[src/rtl/pit_pkg.sv]
package pit_pkg;
  localparam int RATE_W    = 4;
  localparam int CTL_W     = 3;
  localparam int MAX_SHIFT = (1 << RATE_W) - 2;
  localparam int DIV_W     = MAX_SHIFT;
  localparam logic [CTL_W-1:0] HOLD_PAT = '1;

  // log2 of the period in ticks; aliases for the two low codes
  function automatic int rate_shift(input logic [RATE_W-1:0] code);
    int sh;
    if (code == RATE_W'(1))      sh = 7;
    else if (code == RATE_W'(2)) sh = 8;
    else                         sh = int'(code) - 1;
    return sh;
  endfunction

  function automatic logic [DIV_W-1:0] rate_term(input logic [RATE_W-1:0] code);
    logic [DIV_W:0] t;
    t = ({{DIV_W{1'b0}}, 1'b1} << rate_shift(code)) - 1'b1;
    return t[DIV_W-1:0];
  endfunction
endpackage

[src/rtl/pit_rate_decode.sv]
module pit_rate_decode
  import pit_pkg::*;
(
  input  logic [RATE_W-1:0] code_i,
  output logic              en_o,
  output logic [DIV_W-1:0]  term_o
);
  assign en_o   = (code_i != '0);
  assign term_o = en_o ? rate_term(code_i) : '0;
endmodule

[src/rtl/pit_divider.sv]
module pit_divider
  import pit_pkg::*;
(
  input  logic              clk_i,
  input  logic              rst_ni,
  input  logic              tick_i,
  input  logic [RATE_W-1:0] code_i,
  input  logic [CTL_W-1:0]  div_ctl_i,
  output logic              ev_o
);
  logic [RATE_W-1:0] act_q, eff_code;
  logic [DIV_W-1:0]  cnt_q, term;
  logic              hold, run_en, at_term;

  assign hold     = (div_ctl_i == HOLD_PAT);
  // idle divider follows the live code; running one keeps its code to the wrap
  assign eff_code = (act_q == '0) ? code_i : act_q;

  pit_rate_decode u_dec (
    .code_i (eff_code),
    .en_o   (run_en),
    .term_o (term)
  );

  assign at_term = (cnt_q == term);
  assign ev_o    = tick_i & ~hold & run_en & at_term;

  always_ff @(posedge clk_i or negedge rst_ni) begin
    if (!rst_ni) begin
      cnt_q <= '0;
      act_q <= '0;
    end else if (hold) begin
      cnt_q <= '0;
      act_q <= '0;
    end else if (tick_i) begin
      if (!run_en) begin
        cnt_q <= '0;
        act_q <= '0;
      end else if (at_term) begin
        cnt_q <= '0;
        act_q <= code_i;
      end else begin
        cnt_q <= cnt_q + 1'b1;
        act_q <= eff_code;
      end
    end
  end

  a_r2_cnt_bound: assert property (@(posedge clk_i) disable iff (!rst_ni)
    (act_q != '0) |-> (cnt_q <= term));
  a_r2_min_spacing: assert property (@(posedge clk_i) disable iff (!rst_ni)
    ev_o |=> !ev_o);
  a_r5_hold_zero: assert property (@(posedge clk_i) disable iff (!rst_ni)
    hold |=> (cnt_q == '0) && !ev_o);
  a_r9_wrap_load: assert property (@(posedge clk_i) disable iff (!rst_ni)
    ev_o |=> (act_q == $past(code_i)));
  a_r1_idle_quiet: assert property (@(posedge clk_i) disable iff (!rst_ni)
    (act_q == '0 && code_i == '0) |-> !ev_o);
endmodule

[src/rtl/pit_flag.sv]
module pit_flag (
  input  logic clk_i,
  input  logic rst_ni,
  input  logic ev_i,
  input  logic clr_i,
  output logic flag_o
);
  logic flag_q;

  // set wins over a coincident clear
  always_ff @(posedge clk_i or negedge rst_ni) begin
    if (!rst_ni)     flag_q <= 1'b0;
    else if (ev_i)   flag_q <= 1'b1;
    else if (clr_i)  flag_q <= 1'b0;
  end

  assign flag_o = flag_q;

  a_r7_set_wins: assert property (@(posedge clk_i) disable iff (!rst_ni)
    ev_i |=> flag_q);
  a_r6_clear: assert property (@(posedge clk_i) disable iff (!rst_ni)
    (clr_i && !ev_i) |=> !flag_q);
  a_r6_sticky: assert property (@(posedge clk_i) disable iff (!rst_ni)
    (flag_q && !clr_i) |=> flag_q);
endmodule

[src/rtl/pit_rate_gen.sv]
module pit_rate_gen
  import pit_pkg::*;
(
  input  logic              clk_i,
  input  logic              rst_ni,
  input  logic              tick_i,
  input  logic [RATE_W-1:0] rate_sel_i,
  input  logic [CTL_W-1:0]  div_ctl_i,
  input  logic              flag_clr_i,
  input  logic              irq_en_i,
  output logic              flag_o,
  output logic              irq_o
);
  logic ev;

  pit_divider u_div (
    .clk_i     (clk_i),
    .rst_ni    (rst_ni),
    .tick_i    (tick_i),
    .code_i    (rate_sel_i),
    .div_ctl_i (div_ctl_i),
    .ev_o      (ev)
  );

  pit_flag u_flag (
    .clk_i  (clk_i),
    .rst_ni (rst_ni),
    .ev_i   (ev),
    .clr_i  (flag_clr_i),
    .flag_o (flag_o)
  );

  assign irq_o = flag_o & irq_en_i;

  a_r6_rise_has_event: assert property (@(posedge clk_i) disable iff (!rst_ni)
    $rose(flag_o) |-> $past(ev));
  a_r5_no_event_in_hold: assert property (@(posedge clk_i) disable iff (!rst_ni)
    (div_ctl_i == HOLD_PAT) |-> !ev);
endmodule

[config.mk]
export PLATFORM = sky130hd
export DESIGN_NAME = pit_rate_gen
export DESIGN_NICKNAME = d
export VERILOG_FILES = /design/src/rtl/pit_pkg.sv /design/src/rtl/pit_rate_decode.sv /design/src/rtl/pit_divider.sv /design/src/rtl/pit_flag.sv /design/src/rtl/pit_rate_gen.sv
export SDC_FILE = /design/constraint.sdc
export NUM_CORES = 1
export LEC_CHECK = 0
export BUFFER_PORTS_ARGS = -buffer_cell sky130_fd_sc_hd__clkbuf_2
export CAP_MARGIN = 20
export CORE_ASPECT_RATIO = 2
export CORE_UTILIZATION = 60
export DETAILED_ROUTE_END_ITERATION = 6
export PLACE_DENSITY = 0.77
export SLEW_MARGIN = 5
export SYNTH_ARGS = -nofsm -noshare
export SYNTH_HDL_FRONTEND = slang
export SYNTH_SLANG_ARGS = --single-unit
[constraint.sdc]
create_clock -name clk_i -period 5.8 [get_ports clk_i]
set_input_delay 0.58 -clock clk_i [delete_from_list [all_inputs] [get_ports clk_i]]
set_output_delay 0.58 -clock clk_i [all_outputs]
set_load 0.01 [all_outputs]
# Word-level counts from Yosys, hierarchy flattened
# Cells that the tools add are included.
[classes]
add_sub_neg = 3
multipliers = 0
n_div = 0
magnitude_cmp = 0
n_eq_ne = 4
shift = 1
n_mux = 14
n_bitwise = 5
reduce_logical = 4
[op_table]
columns = ["op", "count"]
rows = [
  ["$mux W14", 5],
  ["$mux W32", 2],
  ["$shl A1 B32 Y14 const A", 1],
  ["$mux W4", 5],
  ["$add A14 B1 Y14 const B", 1],
  ["$eq A14 B14 Y1", 1],
  ["$sub A14 B1 Y14 const B", 1],
  ["$sub A4 B1 Y5 const B", 1],
  ["$and A1 B1 Y1", 4],
  ["$eq A4 B1 Y1 const B", 1],
  ["$eq A4 B2 Y1 const B", 1],
  ["$logic_not A4 Y1", 1],
  ["$reduce_bool A2 Y1", 2],
  ["$reduce_bool A4 Y1", 1],
  ["$eq A3 B3 Y1 const B", 1],
  ["$mux W1", 2],
  ["$not A1 Y1", 1],
]
[totals]
ff_bits = 19
latchBits = 0
ram_bits = 0
rom_bits = 0
inputBits = 12
out_inout_bits = 2
word_cells = 34
mem_count = 0

# Depth between registers and ports, before layout
[depth]
word_depth = 13
depth_mapped = 23
ltp_nobuf = 20

# By module
# Synthesis repeated with hierarchy kept, for this count alone.
[hier_totals]
hier_cells = 237
hier_area_um2 = 1906.8
[by_module_without_submodules]
columns = ["module", "instances", "cells_each", "area_each_um2"]
rows = [
  ["pit_divider", 1, 129, 1174.9],
  ["pit_rate_decode", 1, 104, 689.4],
  ["pit_flag", 1, 3, 36.3],
  ["pit_rate_gen", 1, 1, 6.3],
]

# Worst setup path after synthesis
# No wires, ideal clock.
[synth_timing]
path_type = "register to register"
from = "reg u_div.act_q[2]"
to = "reg u_div.cnt_q[10]"
arrival_time_ns = 4.605
path_slack_ns = 1.077
path_stages_with_launch = 22
n_path_buf = 4
period_less_slack_ns = 4.723
cell_sequence = "dfrtp_1 > or2_2 > nor2_1 > or2_2 > inv_1 > ha_1 > clkbuf_1 > or3_4 > a221o_1 > buf_2 > o311ai_1 > ha_1 > clkbuf_1 > nand2_1 > o31ai_2 > nand2b_1 > a21oi_1 > or4_4 > o21ai_4 > buf_6 > o21ai_1 > a21o_1"
[synth_between]
elab_chain_len = 13
word_cells_on_any_way = 16
cone_classes = "2 x add/sub; 3 x eq/ne; 1 x shift; 8 x mux; 2 x reduce/logical"
[synth_rtl]
columns = ["element", "line_no", "text"]
rows = [
  ["from (decl)", "pit_divider.sv:11", "logic [RATE_W-1:0] act_q, eff_code;"],
  ["from (signal assigned)", "pit_divider.sv:41", "act_q <= code_i;"],
  ["from (signal assigned)", "pit_divider.sv:44", "act_q <= eff_code;"],
  ["$logic_not A4 Y1", "pit_divider.sv:17", "assign eff_code = (act_q == '0) ? code_i : act_q;"],
  ["$mux W4 *", "pit_divider.sv:17", ""],
  ["$sub A4 B1 Y5 / $eq A4 B2 Y1 (equally long branches)", "pit_pkg.sv:13, pit_pkg.sv:12", ""],
  ["$mux W32", "pit_pkg.sv:12", "else if (code == RATE_W'(2)) sh = 8;"],
  ["$mux W32", "pit_pkg.sv:11", "if (code == RATE_W'(1)) sh = 7;"],
  ["$shl A1 B32 Y14", "pit_pkg.sv:19", "t = ({{DIV_W{1'b0}}, 1'b1} << rate_shift(code)) - 1'b1;"],
  ["$sub A14 B1 Y14", "pit_pkg.sv:19", ""],
  ["$mux W14", "pit_rate_decode.sv:9", "assign term_o = en_o ? rate_term(code_i) : '0;"],
  ["$eq A14 B14 Y1", "pit_divider.sv:25", "assign at_term = (cnt_q == term);"],
  ["$mux W14", "pit_divider.sv:39", "end else if (at_term) begin"],
  ["$mux W14 *", "pit_divider.sv:36", "if (!run_en) begin"],
  ["$mux W14 *", "pit_divider.sv:35", "end else if (tick_i) begin"],
  ["$mux W14 *", "pit_divider.sv:32", "end else if (hold) begin"],
  ["to (signal assigned)", "pit_divider.sv:43", "cnt_q <= cnt_q + 1'b1;"],
  ["to (decl)", "pit_divider.sv:12", "logic [DIV_W-1:0] cnt_q, term;"],
]
# Mark *: on every way between the ends. The rest lies on a longest branch, timed or not. The select of a mux whose other input is x is not followed.
# A chain may end at the register's enable or synchronous reset.

# Final worst setup path
[layout_timing]
from = "reg u_div.act_q[2]"
to = "reg u_div.cnt_q[1]"
# The elaborated chain is that of the path after synthesis.

==> results.ini <==
[status]
status = complete, no violations

[worst_setup_path]
arrival_ns = 5.61
start_kind = flop
cpMaxStageDelayCell = dfrtp_1
crit_path_cell_trace = or2_2, nor2_1, or2_2, inv_1, ha_1, or3_4, a221o_1, o311ai_1, ha_1, o311a_1, o2111ai_1, nor4bb_1, nand4_1, nor4_1, nand3_2, a32o_1
cp-end-kind = flop
required_ns = 5.95
crit_type = flop to flop
path_max_fanout = 17
critical-path-max-stage-delay_ns = 0.57

[die]
rows = 32
fp.dieArea_mm2 = 0.00431
die_height_um = 91.8
fp.coreArea_mm2 = 0.00384
chipWidth_um = 46.9
io_pins = 14
initial_core_util = 0.630

[cts]
clk_pin_slew_ns = 0.08
h-tree-depth = 1
cts_tree = yes
cts_root_buf = clkbuf_8
clock-sinks = 19
clk_path_buf_depth = 2
cts_setup_buffers = 0
numCtsBuffers = 3
clk_latency_ns = 0.27

[route]
wl_per_cell_um = 20.6
viasPerCell = 7.34
initialDrtViolationCount = 142
dr.pass1.iters = 7
routed_wl_um = 7320
drc = 0
drt.antenna.violating_nets = 0
vias = 2604

[synth]
synth_flop_cell = dfrtp_1
netlist_instances = 305
yosys.area.top_type = dfrtp_1
ys_top_cells_by_count = nand2_1, dfrtp_1, and3_1, nand3_1
yosys_warnings = 0
ys_seq_elements = 19
avgSynthCellArea_um2 = 7.93
synth_area_mm2 = 0.00242
synth_fp_nets = 323
synthArstFlopShare = 1.00
seq_area_frac_synth = 0.196
synth_area_leaders = dfrtp_1, a21o_1, and3_1, nand2_1, nor3b_1
yosysMostFrequentCell = nand2_1
synth_cell_types = 73
netlist.area_leader.share = 0.196
synth_edf_count = 0

[placement]
place_congestion = 1.00
pre_cts_slack_ns = 0.323
io_buffers = 13
dp_hpwl_um = 5590

[cells_and_area]
drive_gt1_frac = 0.145
syn_to_final_growth_pct = 3.21
fin_nets = 323
nFillCells = 373
antenna_cells = 0

[sta]
period_needed_ns = 5.45
max_freq_ghz = 0.183
setup-tns-final_ns = 0
fin_ws_ns = 0.349
hold_viol_final = 0
fin_skew_ns = 0.00468
min_period_over_period = 0.940
slew_viol_final = 0
whs_ns = 0.253
setup_viol = 0
timing.slew.headroom = 0.557
rsz0062_at_grt = no
tightest_slew_ns = 0.647

[global_routing]
grt_max_degree = 25
grt_pass1_vias = 2410
antenna_found_initial = 0
grt_overflow = 0
track_usage = 0.351
grt_pass1_wl_um = 11100

[hold_path]
min_path_type = input pin to asynchronous set/reset pin

[flow_run]
max_cap_viol_count = 0

-- critical path, delay by kind of cell (launching register included) --
kind	cells	cell delay [ns]
buffers and inverters	1	0.08
AOI/OAI and AO/OA	5	1.44
and+or+nand+nor	8	2.44
adders and majority gates	2	0.81
DFF	1	0.57
-- state kept, by name (all words and copies together), names as in the netlist --
register and cells:
u_div.cnt_q 14, u_flag.flag_o 1, u_div.act_q 4
-- cell families after synthesis --
logic type / Yosys count / share of synthesized area
compound gates: 107 / 0.339
xor+xnor: 2 / 0.00724
buf+inv: 33 / 0.0703
flops: 19 / 0.196
fa+ha+maj: 6 / 0.0310
mux: 6 / 0.0253
simple gates: 132 / 0.331
-- layout make-up --
class	count	area, µm²	area share
multi-input cells	254	1790	0.716
flip-flops and latches	19	475	0.190
repair buffers	14	72.6	0.0291
well taps	51	63.8	0.0256
inverters	13	48.8	0.0195
clock buffers	3	41.3	0.0165
clock inverters	1	7.51	0.00301
-- per-stage QoR --
| stage | instances | util | area [µm²] |
|---|---|---|---|
| 6_report | 355 | 0.650 | 2500 |
| 3_5_place_dp | 350 | 0.633 | 2430 |
| 5_1_grt | 355 | 0.650 | 2500 |
| 4_1_cts | 354 | 0.646 | 2480 |
| 3_3_place_gp | 350 | 0.633 | 2430 |
| 2_1_floorplan | 305 | - | 2420 |
-- routing by layer --
layer	GRT usage	share of wire	vias to the layer above
li1	-	-	1185
met1	0.349	0.35	1234
met2	0.635	0.53	136
met3	0.0354	0.048	49
met4	0.207	0.063	0
met5	0	0	-
-- path summary, 6_finish.rpt --
check                      cells after the start  slack (ns)      startpoint             end
setup reg to reg                              16        0.35  u_div.act_q[2]  u_div.cnt_q[1]
hold reg to reg                                2        0.54   u_flag.flag_o   u_flag.flag_o
max in group asynchronous                      1        5.22          rst_ni  u_div.cnt_q[4]
setup / recovery                              16        0.35  u_div.act_q[2]  u_div.cnt_q[1]
min in group clk_i                             2        0.50      flag_clr_i   u_flag.flag_o
hold / removal                                 1        0.25          rst_ni  u_div.cnt_q[9]
-- cell usage in the layout (no fill, tap or decap), drive strengths merged, types with 5 or more instances in the layout --
| cell type | instances |
|---|---|
| clkbuf | 16 |
| nand3 | 15 |
| nor4b | 6 |
| a21o | 13 |
| inv | 13 |
| or2 | 8 |
| mux2i | 5 |
| a31oi | 7 |
| nand2b | 5 |
| o21ai | 23 |
| o22ai | 7 |
| dfrtp | 19 |
| nor2 | 13 |
| or3 | 7 |
| a21oi | 7 |
| nor3 | 8 |
| nor3b | 11 |
| a211oi | 5 |
| o211ai | 7 |
| and3 | 15 |
| ha | 6 |
| nand2 | 23 |
-- repair_timing --
action	4_1_cts	5_1_grt
endpoints found under the hold margin	0	0
endpoints found under the setup margin	0	14
gates resized for setup	0	1
hold buffers	0	0
Power is left out: the tool's default activity adds up to more than one toggle a clock period on the data nets, which glitch-free logic cannot reach.
